File: src/rtl/pms_pkg.sv
`timescale 1ns/1ps
package pms_pkg;
  typedef enum logic [2:0] {
    M_RST   = 3'd0,
    M_HIGH  = 3'd1,
    M_MED   = 3'd2,
    M_SLEEP = 3'd3,
    M_STBY  = 3'd4,
    M_WATCH = 3'd5
  } pmode_t;

  localparam int DIV_FW = 2;             // divider field width
  localparam int DIV_OW = DIV_FW + 1;    // divider code width
  localparam logic [DIV_OW-1:0] DIV_BASE = DIV_OW'(4); // log2(16)
  localparam logic [DIV_OW-1:0] DIV_NONE = '0;
endpackage

File: src/rtl/pms_wake_detect.sv
`timescale 1ns/1ps
module pms_wake_detect #(
  parameter int NX = 2,
  parameter int NW = 8,
  parameter int NP = 4
) (
  input  logic          gmask,
  input  logic [NX-1:0] ext_irq,
  input  logic [NX-1:0] ext_en,
  input  logic [NW-1:0] wkp_irq,
  input  logic [NW-1:0] wkp_en,
  input  logic [NP-1:0] per_irq,
  input  logic [NP-1:0] per_en,
  output logic          wake_pin,
  output logic          wake_any
);
  logic pin_hit, per_hit;

  assign pin_hit  = (|(ext_irq & ext_en)) | (|(wkp_irq & wkp_en));
  assign per_hit  = |(per_irq & per_en);
  assign wake_pin = !gmask & pin_hit;
  assign wake_any = !gmask & (pin_hit | per_hit);
endmodule

File: src/rtl/pms_entry_decode.sv
`timescale 1ns/1ps
module pms_entry_decode
  import pms_pkg::*;
(
  input  logic   sleep_req,
  input  logic   cfg_standby,
  input  logic   cfg_lowspd,
  input  logic   cfg_medspd,
  input  logic   cfg_tmr_src,
  output logic   entry_ok,
  output pmode_t entry_mode,
  output pmode_t wake_mode
);
  logic to_watch, to_stby, to_sleep;

  assign to_watch = cfg_standby & cfg_tmr_src;
  assign to_stby  = cfg_standby & !cfg_lowspd & !cfg_tmr_src;
  assign to_sleep = !cfg_standby & !cfg_lowspd;
  assign entry_ok = sleep_req & (to_watch | to_stby | to_sleep);

  always_comb begin
    if (to_watch)     entry_mode = M_WATCH;
    else if (to_stby) entry_mode = M_STBY;
    else              entry_mode = M_SLEEP;
  end

  assign wake_mode = (cfg_medspd & !cfg_lowspd) ? M_MED : M_HIGH;
endmodule

File: src/rtl/pms_div_sel.sv
`timescale 1ns/1ps
module pms_div_sel
  import pms_pkg::*;
(
  input  pmode_t            nxt_mode,
  input  logic [DIV_FW-1:0] cfg_div,
  output logic [DIV_OW-1:0] div_nxt
);
  assign div_nxt = (nxt_mode == M_MED) ? (DIV_BASE + DIV_OW'(cfg_div)) : DIV_NONE;
endmodule

File: src/rtl/pms_top.sv
`timescale 1ns/1ps
module pms_top
  import pms_pkg::*;
#(
  parameter int NX = 2,
  parameter int NW = 8,
  parameter int NP = 4
) (
  input  logic          clk,
  input  logic          rst_n,
  input  logic          sleep_req,
  input  logic          cfg_standby,
  input  logic          cfg_lowspd,
  input  logic          cfg_medspd,
  input  logic          cfg_tmr_src,
  input  logic [1:0]    cfg_div,
  input  logic          gmask,
  input  logic [NX-1:0] ext_irq,
  input  logic [NX-1:0] ext_en,
  input  logic [NW-1:0] wkp_irq,
  input  logic [NW-1:0] wkp_en,
  input  logic [NP-1:0] per_irq,
  input  logic [NP-1:0] per_en,
  output logic [2:0]    mode,
  output logic [2:0]    div_sel
);
  pmode_t            mode_q, mode_d;
  logic [DIV_OW-1:0] div_q, div_d;
  logic              wake_pin, wake_any, entry_ok;
  pmode_t            entry_mode, wake_mode;

  pms_wake_detect #(.NX(NX), .NW(NW), .NP(NP)) u_wake (
    .gmask(gmask), .ext_irq(ext_irq), .ext_en(ext_en),
    .wkp_irq(wkp_irq), .wkp_en(wkp_en),
    .per_irq(per_irq), .per_en(per_en),
    .wake_pin(wake_pin), .wake_any(wake_any)
  );

  pms_entry_decode u_entry (
    .sleep_req(sleep_req), .cfg_standby(cfg_standby),
    .cfg_lowspd(cfg_lowspd), .cfg_medspd(cfg_medspd),
    .cfg_tmr_src(cfg_tmr_src), .entry_ok(entry_ok),
    .entry_mode(entry_mode), .wake_mode(wake_mode)
  );

  always_comb begin
    mode_d = mode_q;
    case (mode_q)
      M_RST:           mode_d = M_HIGH;
      M_HIGH, M_MED:   if (entry_ok) mode_d = entry_mode;
      M_SLEEP:         if (wake_any) mode_d = wake_mode;
      M_STBY, M_WATCH: if (wake_pin) mode_d = wake_mode;
      default:         mode_d = M_RST;
    endcase
  end

  pms_div_sel u_div (.nxt_mode(mode_d), .cfg_div(cfg_div), .div_nxt(div_d));

  always_ff @(posedge clk) begin
    if (!rst_n) begin
      mode_q <= M_RST;
      div_q  <= DIV_NONE;
    end else begin
      mode_q <= mode_d;
      div_q  <= div_d;
    end
  end

  assign mode    = mode_q;
  assign div_sel = div_q;
endmodule

File: config.mk
export PLATFORM = sky130hd
export DESIGN_NAME = pms_top
export DESIGN_NICKNAME = d
export VERILOG_FILES = /design/src/rtl/pms_pkg.sv /design/src/rtl/pms_wake_detect.sv /design/src/rtl/pms_entry_decode.sv /design/src/rtl/pms_div_sel.sv /design/src/rtl/pms_top.sv
export SDC_FILE = /design/constraint.sdc
export NUM_CORES = 1
export LEC_CHECK = 0
export ABC_AREA = 1
export CORE_UTILIZATION = 31
export CTS_BUF_LIST = sky130_fd_sc_hd__clkbuf_8
export CTS_CLUSTER_SIZE = 10
export DETAILED_ROUTE_END_ITERATION = 10
export GPL_TIMING_DRIVEN = 0
export PLACE_DENSITY = 0.86
export SLEW_MARGIN = 20
export SYNTH_ARGS = -nofsm -noshare
export SYNTH_HDL_FRONTEND = slang
export SYNTH_SLANG_ARGS = --single-unit
File: constraint.sdc
create_clock -name clk -period 1.87 [get_ports clk]
set_input_delay 0.561 -clock clk [delete_from_list [all_inputs] [get_ports clk]]
set_output_delay 0.561 -clock clk [all_outputs]
set_load 0.03 [all_outputs]
Yosys cells after proc, flatten, opt, wreduce, memory -nomap -nowiden --
Index checks and enable logic that the tools add are counted.
Storage, ports and cells: register bits 6, bits of input ports 38, output and inout bits 6, word-level logic and storage cells 42
Cells by class: add/subtract/negate cells 1, equality and inequality tests 6, multiplexer cells 7, bitwise operators 15, reductions and logical operators 11
Operators by type and width (number):
- 3-bit 2-to-1 mux | 5
- 3-bit one-hot mux with 4 select lines | 1
- 3-bit by 2-bit equality test with 1-bit output (second input constant) | 3
- 1-bit AND | 8
- 8-bit AND | 1
- 8-bit OR reduction | 1
- 3-bit equality test (second input constant) | 2
- 2-bit OR reduction | 3
- 4-bit AND | 1
- 1-bit logical NOT | 4
- 1-bit OR | 4
- 4-bit OR reduction | 1
- 3-bit by 2-bit adder with 3-bit output (first input constant) | 1
- 3-bit by 1-bit equality test with 1-bit output (second input constant) | 1
- 3-bit logical NOT | 1
- 2-bit AND | 1
- 2-bit 2-to-1 mux | 1
- 2-bit AND reduction | 1

Longest topological paths before layout --
Gate-level depths: netlist (run 1).
depth after elaboration 10, gate-level depth with buffers 11

By module --
A second synthesis (run 1) with hierarchy kept.
Unflattened totals: cell total of the unflattened synthesis 108, area, all modules 543.0 µm²
Modules (own cells, without submodules):
- pms_top | times used 1, cells each 59, area each 339.1 µm², seq. area each 120.1 µm²
- pms_wake_detect | times used 1, cells each 29, area each 115.1 µm², seq. area each 0.0 µm²
- pms_entry_decode | times used 1, cells each 12, area each 52.6 µm², seq. area each 0.0 µm²
- pms_div_sel | times used 1, cells each 8, area each 36.3 µm², seq. area each 0.0 µm²

Worst setup path before layout (run 1) --
Ideal clock, no wire load.
path type in2reg, start input wkp_irq[7], end register div_q[0] (netlist: div_sel[0]), data arrival time 1.355 ns, required time 1.759 ns, slack 0.404 ns, stages 10, cell sequence nand2_1 -> nand2_1 -> nor2_1 -> nand3_1 -> nand2_1 -> nand2_1 -> a21boi_1 -> nor2_2 -> nand3_2 -> nor2_1
On the way: word-level cells in the longest chain between the ends 9, elaborated cells between the ends (all ways) 11, those cells by class eq/ne: 1; mux: 3; bitwise: 5; reduce/logical: 2
Ends and longest elaborated chain:
- start: declaration | RTL line pms_top.sv:20 | input logic [NW-1:0] wkp_irq,
- 8-bit AND * | RTL line pms_wake_detect.sv:19 | assign pin_hit = (|(ext_irq & ext_en)) | (|(wkp_irq & wkp_en));
- 8-bit OR reduction * | RTL line pms_wake_detect.sv:19
- 1-bit OR * | RTL line pms_wake_detect.sv:19
- 1-bit OR | RTL line pms_wake_detect.sv:22 | assign wake_any = !gmask & (pin_hit | per_hit);
- 1-bit AND | RTL line pms_wake_detect.sv:22
- 3-bit 2-to-1 mux | RTL line pms_top.sv:51 | M_SLEEP: if (wake_any) mode_d = wake_mode;
- 3-bit one-hot mux with 4 select lines * | RTL line pms_top.sv:48 | case (mode_q)
- 3-bit by 2-bit equality test with 1-bit output * | RTL line pms_div_sel.sv:9 | assign div_nxt = (nxt_mode == M_MED) ? (DIV_BASE + DIV_OW'(cfg_div)) : DIV_NONE;
- 2-bit AND reduction (no line) *
- end signal: assignment | RTL line pms_top.sv:65 | div_q <= div_d;
- end: declaration | RTL line pms_top.sv:28 | logic [DIV_OW-1:0] div_q, div_d;
Mark *: on every way between the ends. The rest lies on a longest branch, timed or not. A chain may end at the register's enable or synchronous reset.

Worst setup path after layout (run 1) --
start register mode_q[2] (netlist: mode[2]), end output mode[2]
RTL lines:
- start: declaration | RTL line pms_top.sv:27 | pmode_t mode_q, mode_d;
- start signal: assignment | RTL line pms_top.sv:64 | mode_q <= mode_d;
- end: declaration | RTL line pms_top.sv:24 | output logic [2:0] mode,
No word-level cell between the ends.

==> results.tsv, run 1 <==
metric	value	unit
total number of vias	696	
Die H	41.0	um
Post-DP Area	921	um^2
gr usage total	0.211	
Synth Register Bits	6	
Crit. End Element	primary output	
layout cells sized above 1	0.176	
port bufs	43	
leading area contributor after synthesis	dfxtp_1	
share of the synthesized area in the top cell type	0.255	
GR Overflow Total	0	
syn_area_per_cell	5.75	um^2
clk buf depth	2	
antenna cells	0	
WL/cell	12.9	um
Synth area leaders	dfxtp_1 (25%), nand2_1 (25%), inv_1 (9.5%), nor2_1 (8.8%), nand3_1 (5.3%)	
mux cell area share after synthesis	0	
worst hold start	mode[2]	
XOR/XNOR Fraction of Synth Area	0	
Boundary Pins	44	
row cnt	13	
simple-gate portion of the synthesized area	0.488	
status	complete, no violations	
first-pass GRT wire length	2370	um
Worst EP required	1.31	ns
post-DP HPWL	1290	um
Post-Syn Area	472	um^2
CTS tree	yes	
peak supply drop	0.000461	V
nets	171	
CP Launch Type	register	
cells on worst reg2reg path	9	
Final Cycle Share	0.978	
Yosys Warn Count	0	
post-layout util	0.789	
Slew HR	0.776	
H-Tree Level Count	1	
vias in the first global route	630	
Critical Path, Cell by Cell	clkdlybuf4s50_1	
Leakage Power	0.633	nW
Final Cell Area	1060	um^2
clock slew at reported path FFs	0.04	ns
area grow syn2layout	126	%
TritonCTS Buffers	3	
Synth Net Count	120	
Post-Synth Adder-Cell Area	0	
number of remaining DRC errors	0	
Compound-Gate Fraction of Synth Area	0.162	
R2R Path End	div_sel[0]	
core area	1350	um^2
largest family of logic cells by synthesized area	simple AND/OR/NAND/NOR gates	
critical path class	reg -> out	
most frequent cells in the layout	nand2_1 (26), clkdlybuf4s50_1 (22), dlymetal6s2s_1 (18), inv_1 (12), nor2_1 (8)	
Fin Hold WS	0.656	ns
largest net degree at the start of global routing	9	
Detailed Routing Iterations Pass 1	4	
number of setup violations in the final report	0	
WL final	1890	um
f_max	547	MHz
Crit Path Max Fanout	4	
Layout Skew	0.00219	ns
Hold WC Path Type	reg -> reg	
CP top delay family	buffers and inverters	
Placement Setup Slack	-0.222	ns
Initial Util	0.349	
Root Driver	clkbuf_8	
commonest non-fill, non-tap cell in the layout	nand2_1	
CTS Sinks	6	
Synth Instances	82	
Setup WS post-layout	0.0420	ns
Slew Viols, Final	0	
Netlist cell types	19	
# hold bufs at CTS	0	
slowest stage cell, crit path	clkdlybuf4s50_1	
ANT nets after route	0	
sequential area share after synthesis	0.255	
Max Cap Viol	0	
die area	1680	um^2
Final Hold Vio Count	0	
Die Wd	41.0	um
minimum clock period	1.83	ns
initial DRC count	17	
r2r startpoint	mode[1]	
initial antenna violation count	0	
Clock Latency Late Sink	0.22	ns
hold path endpoint	mode[1]	
CP Launch Point	mode[2]	
global placer's final weighted congestion	0.678	
Critical Path AT	1.27	ns
Non-Filler Instances	146	
Total Power	540	uW
P per Cell Area	507	nW/um^2
worst path bufs/invs	1	
routed vias/inst	4.77	
Worst Max-Slew Pin Slew	0.334	ns
TNS Setup	0	ns
reg2reg setup slack	0.47	ns
Hold Crit Depth	3	
Inst Count DP	140	
Crit path largest cell delay	0.68	ns
[cell usage after synthesis]
cell type,number
nand2_1,31
inv_1,12
nor2_1,11
dfxtp_1,6
nand3_1,5
nor2_2,2
o21ai_0,2
o21ai_1,2
a21boi_1,1
a21boi_4,1
a21oi_1,1
a21oi_2,1
a32oi_1,1
nand2_2,1
nand3_2,1
nand3b_1,1
nand4_1,1
nor3_1,1
o211ai_1,1
[layer usage]
layer	global-route usage	part of all wire	up-vias
met3	0.0598	0.040	2
met4	0.0167	0.014	0
met5	0	0	-
met2	0.445	0.57	24
met1	0.199	0.37	313
li1	-	-	357
[kinds of logic (layout without fill, tap and decap cells)]
family                 Yosys count  count (layout)
DFF                              6               6
AOI/OAI and AO/OA               10              10
and+or+nand+nor                 54              54
buffers and inverters           12              61
[power breakdown]
| part | switching (mW) | leakage (nW) | total [mW] | internal, mW |
|---|---|---|---|---|
| registers | 0.0103 | 0.0488 | 0.146 | 0.136 |
| clock network | 0.0545 | 0.0216 | 0.193 | 0.138 |
| logic | 0.0927 | 0.562 | 0.201 | 0.108 |
[repair_timing]
action                                  CTS  global route
setup buffers                             0             3
gates resized for setup                   5            28
endpoints found under the setup margin    6             4
pin swaps                                 0            24
[worst max path at each step]
stage / end / cells after the start
floorplan: div_sel[0] / 10
global placement: div_sel[1] / 11
detailed placement: div_sel[0] / 12
CTS: div_sel[0] / 12
global route: div_sel[0] / 10
finish: mode[2] / 1
[registers in the layout, summed over array words and instances, names as in the netlist]
| name | cells |
|---|---|
| mode | 3 |
| div_sel | 3 |
[final cells by class]
cell class	count	area [um^2]
fill	98	285
multi-input combinational	64	345
clock buffer	3	41.3
inverter	12	45.0
timing repair buffer	46	494
tap	15	18.8
sequential	6	120
No activity file was read; power rests on OpenSTA's default activity.
==> inputs of run 2 (changes only) <==
Settings changed: PLACE_DENSITY 0.86 to 0.91.
==> run 2 against run 1 <==
  * Non-clock buffer count unchanged
  * Sequential cell count unchanged
  * Sequential share of layout area increased by 0.094 points
  * Via count increased by 2.6%
  * Fmax increased by 0.17%
  * Combinational power about the same
  * Clock power decreased by 2%
  * Largest power group unchanged
==> results.tsv, run 2 (synthesis results as in run 1) <==
metric	value	unit	change
status	complete, no violations		
number of setup violations in the final report	0		unchanged
Worst Max-Slew Pin Slew	0.321	ns	-0.0129 ns
WL/cell	13.2	um	+2.0%
TritonCTS Buffers	3		unchanged
Sw Ratio	0.285		-0.00674
post-DP HPWL	1300	um	+0.84%
Boundary Pins	44		unchanged
register share of total power	0.273		+0.003
clock slew at reported path FFs	0.04	ns	about the same
Final Hold Vio Count	0		unchanged
gr usage total	0.205		-0.00584
global placer's final weighted congestion	0.701		+3.3%
clk buf depth	2		unchanged
Layout Skew	0.00197	ns	-0.000221 ns
f_max	548	MHz	+0.17%
Die H	41.0	um	unchanged
CP top delay family	buffers and inverters		
TNS Setup	0	ns	unchanged
# hold bufs at CTS	0		unchanged
CTS tree	yes		
Root Driver	clkbuf_8		
net load switching power	152	uW	-3.5%
Worst EP required	1.31	ns	about the same
Comb pwr share	0.373		about the same
Detailed Routing Iterations Pass 1	4		unchanged
area grow syn2layout	124	%	
first-pass GRT wire length	2270	um	-4.3%
die area	1680	um^2	unchanged
critical path class	reg -> out		
cells on worst reg2reg path	8		-1
initial antenna violation count	0		unchanged
Hold Crit Depth	3		unchanged
minimum clock period	1.82	ns	-0.00310 ns
Crit. End Element	primary output		
vias in the first global route	608		-3.5%
clock network power share	0.354		-0.003
WL final	1920	um	+2.0%
Setup WS post-layout	0.0451	ns	+0.00310 ns
largest net degree at the start of global routing	9		unchanged
Critical Path, Cell by Cell	clkdlybuf4s50_1		
Die Wd	41.0	um	unchanged
Clock Latency Late Sink	0.22	ns	about the same
ANT nets after route	0		unchanged
Placement Setup Slack	-0.219	ns	+0.00254 ns
Crit path largest cell delay	0.68	ns	about the same
GR Overflow Total	0		unchanged
most frequent cells in the layout	nand2_1 (29), clkdlybuf4s50_1 (22), dlymetal6s2s_1 (19), inv_1 (12), nor2_1 (8)		
Critical Path Stages	1		unchanged
Slew HR	0.785		+0.00866
number of remaining DRC errors	0		unchanged
worst path bufs/invs	1		unchanged
CTS Sinks	6		unchanged
nets	171		unchanged
layout cells sized above 1	0.145		-0.0305
Crit Path Max Fanout	4		unchanged
Slew Viols, Final	0		unchanged
P per Cell Area	505	nW/um^2	-0.44%
Initial Util	0.349		unchanged
H-Tree Level Count	1		unchanged
row cnt	13		unchanged
Final Cycle Share	0.976		-0.00166
peak supply drop	0.000422	V	-8.3%
post-layout util	0.782		-0.00649
Hold WC Path Type	reg -> reg		
total number of vias	714		+2.6%
commonest non-fill, non-tap cell in the layout	nand2_1		
antenna cells	0		unchanged
initial DRC count	15		-2
Leakage Power	0.639	nW	+1.0%
slowest stage cell, crit path	clkdlybuf4s50_1		
core area	1350	um^2	unchanged
Critical Path AT	1.26	ns	about the same
P_int	381	uW	-0.32%
Max Cap Viol	0		unchanged
CP Launch Type	register		
port bufs	43		unchanged
routed vias/inst	4.89		+2.6%
-- run 2: cell count changes in the layout (fill, tap and decap cells not counted) --
cell,change
nand2_1,+3
nand3_2,-1
dlymetal6s2s_1,+1
dlygate4sd2_1,-1
nand2_2,-3
nand3_1,+1
-- run 2: per-layer routing --
| layer | global-route usage | wire, um | part of all wire | vias to the layer above |
|---|---|---|---|---|
| li1 | - | - | - | 357 |
| met5 | 0 | 0 | 0 | - |
| met1 | 0.169 | 712 | 0.37 | 314 |
| met2 | 0.430 | 1050 | 0.55 | 33 |
| met3 | 0.0598 | 82 | 0.043 | 10 |
| met4 | 0.0833 | 78 | 0.041 | 0 |
-- run 2: through the flow --
step / hold WS [ns] / power (mW) / area, um^2 / std cells
2_1_floorplan: 0.673 / 0.228 / 472 / 82
3_3_place_gp: 0.601 / 0.326 / 921 / 140
3_5_place_dp: 0.617 / 0.334 / 921 / 140
4_1_cts: 0.631 / 0.524 / 960 / 143
5_1_grt: 0.661 / 0.564 / 1060 / 146
6_report: 0.635 / 0.533 / 1060 / 146
-- run 2: area by class of cell --
cell class	instances	area, um^2
timing repair buffer	46	498
tap	15	18.8
inverter	12	45.0
multi-input combinational	64	333
fill	97	294
sequential	6	120
clock buffer	3	41.3
-- run 2: power groups by stage --
stage / Combinational [mW] / Clock, mW / Sequential [mW]
2_1_floorplan: 0.0683 / 0 / 0.159
3_3_place_gp: 0.180 / 0 / 0.147
3_5_place_dp: 0.186 / 0 / 0.147
4_1_cts: 0.184 / 0.195 / 0.145
5_1_grt: 0.216 / 0.202 / 0.146
6_report: 0.199 / 0.189 / 0.146
-- run 2: path summary, 6_finish.rpt --
check,from,endpoint,slack (ns)
worst max-delay path,mode[2],mode[2],0.05
worst min-delay path,mode[2],mode[1],0.63
worst max register to register,mode[1],div_sel[0],0.44
worst min register to register,mode[2],mode[1],0.63
-- run 2: timing repair --
action,in CTS,in global routing
gates resized for setup,2,27
endpoints found under the setup margin,2,4
hold endpoints to repair,0,0
setup buffers,0,3
pin swaps,0,21
gates cloned,0,0
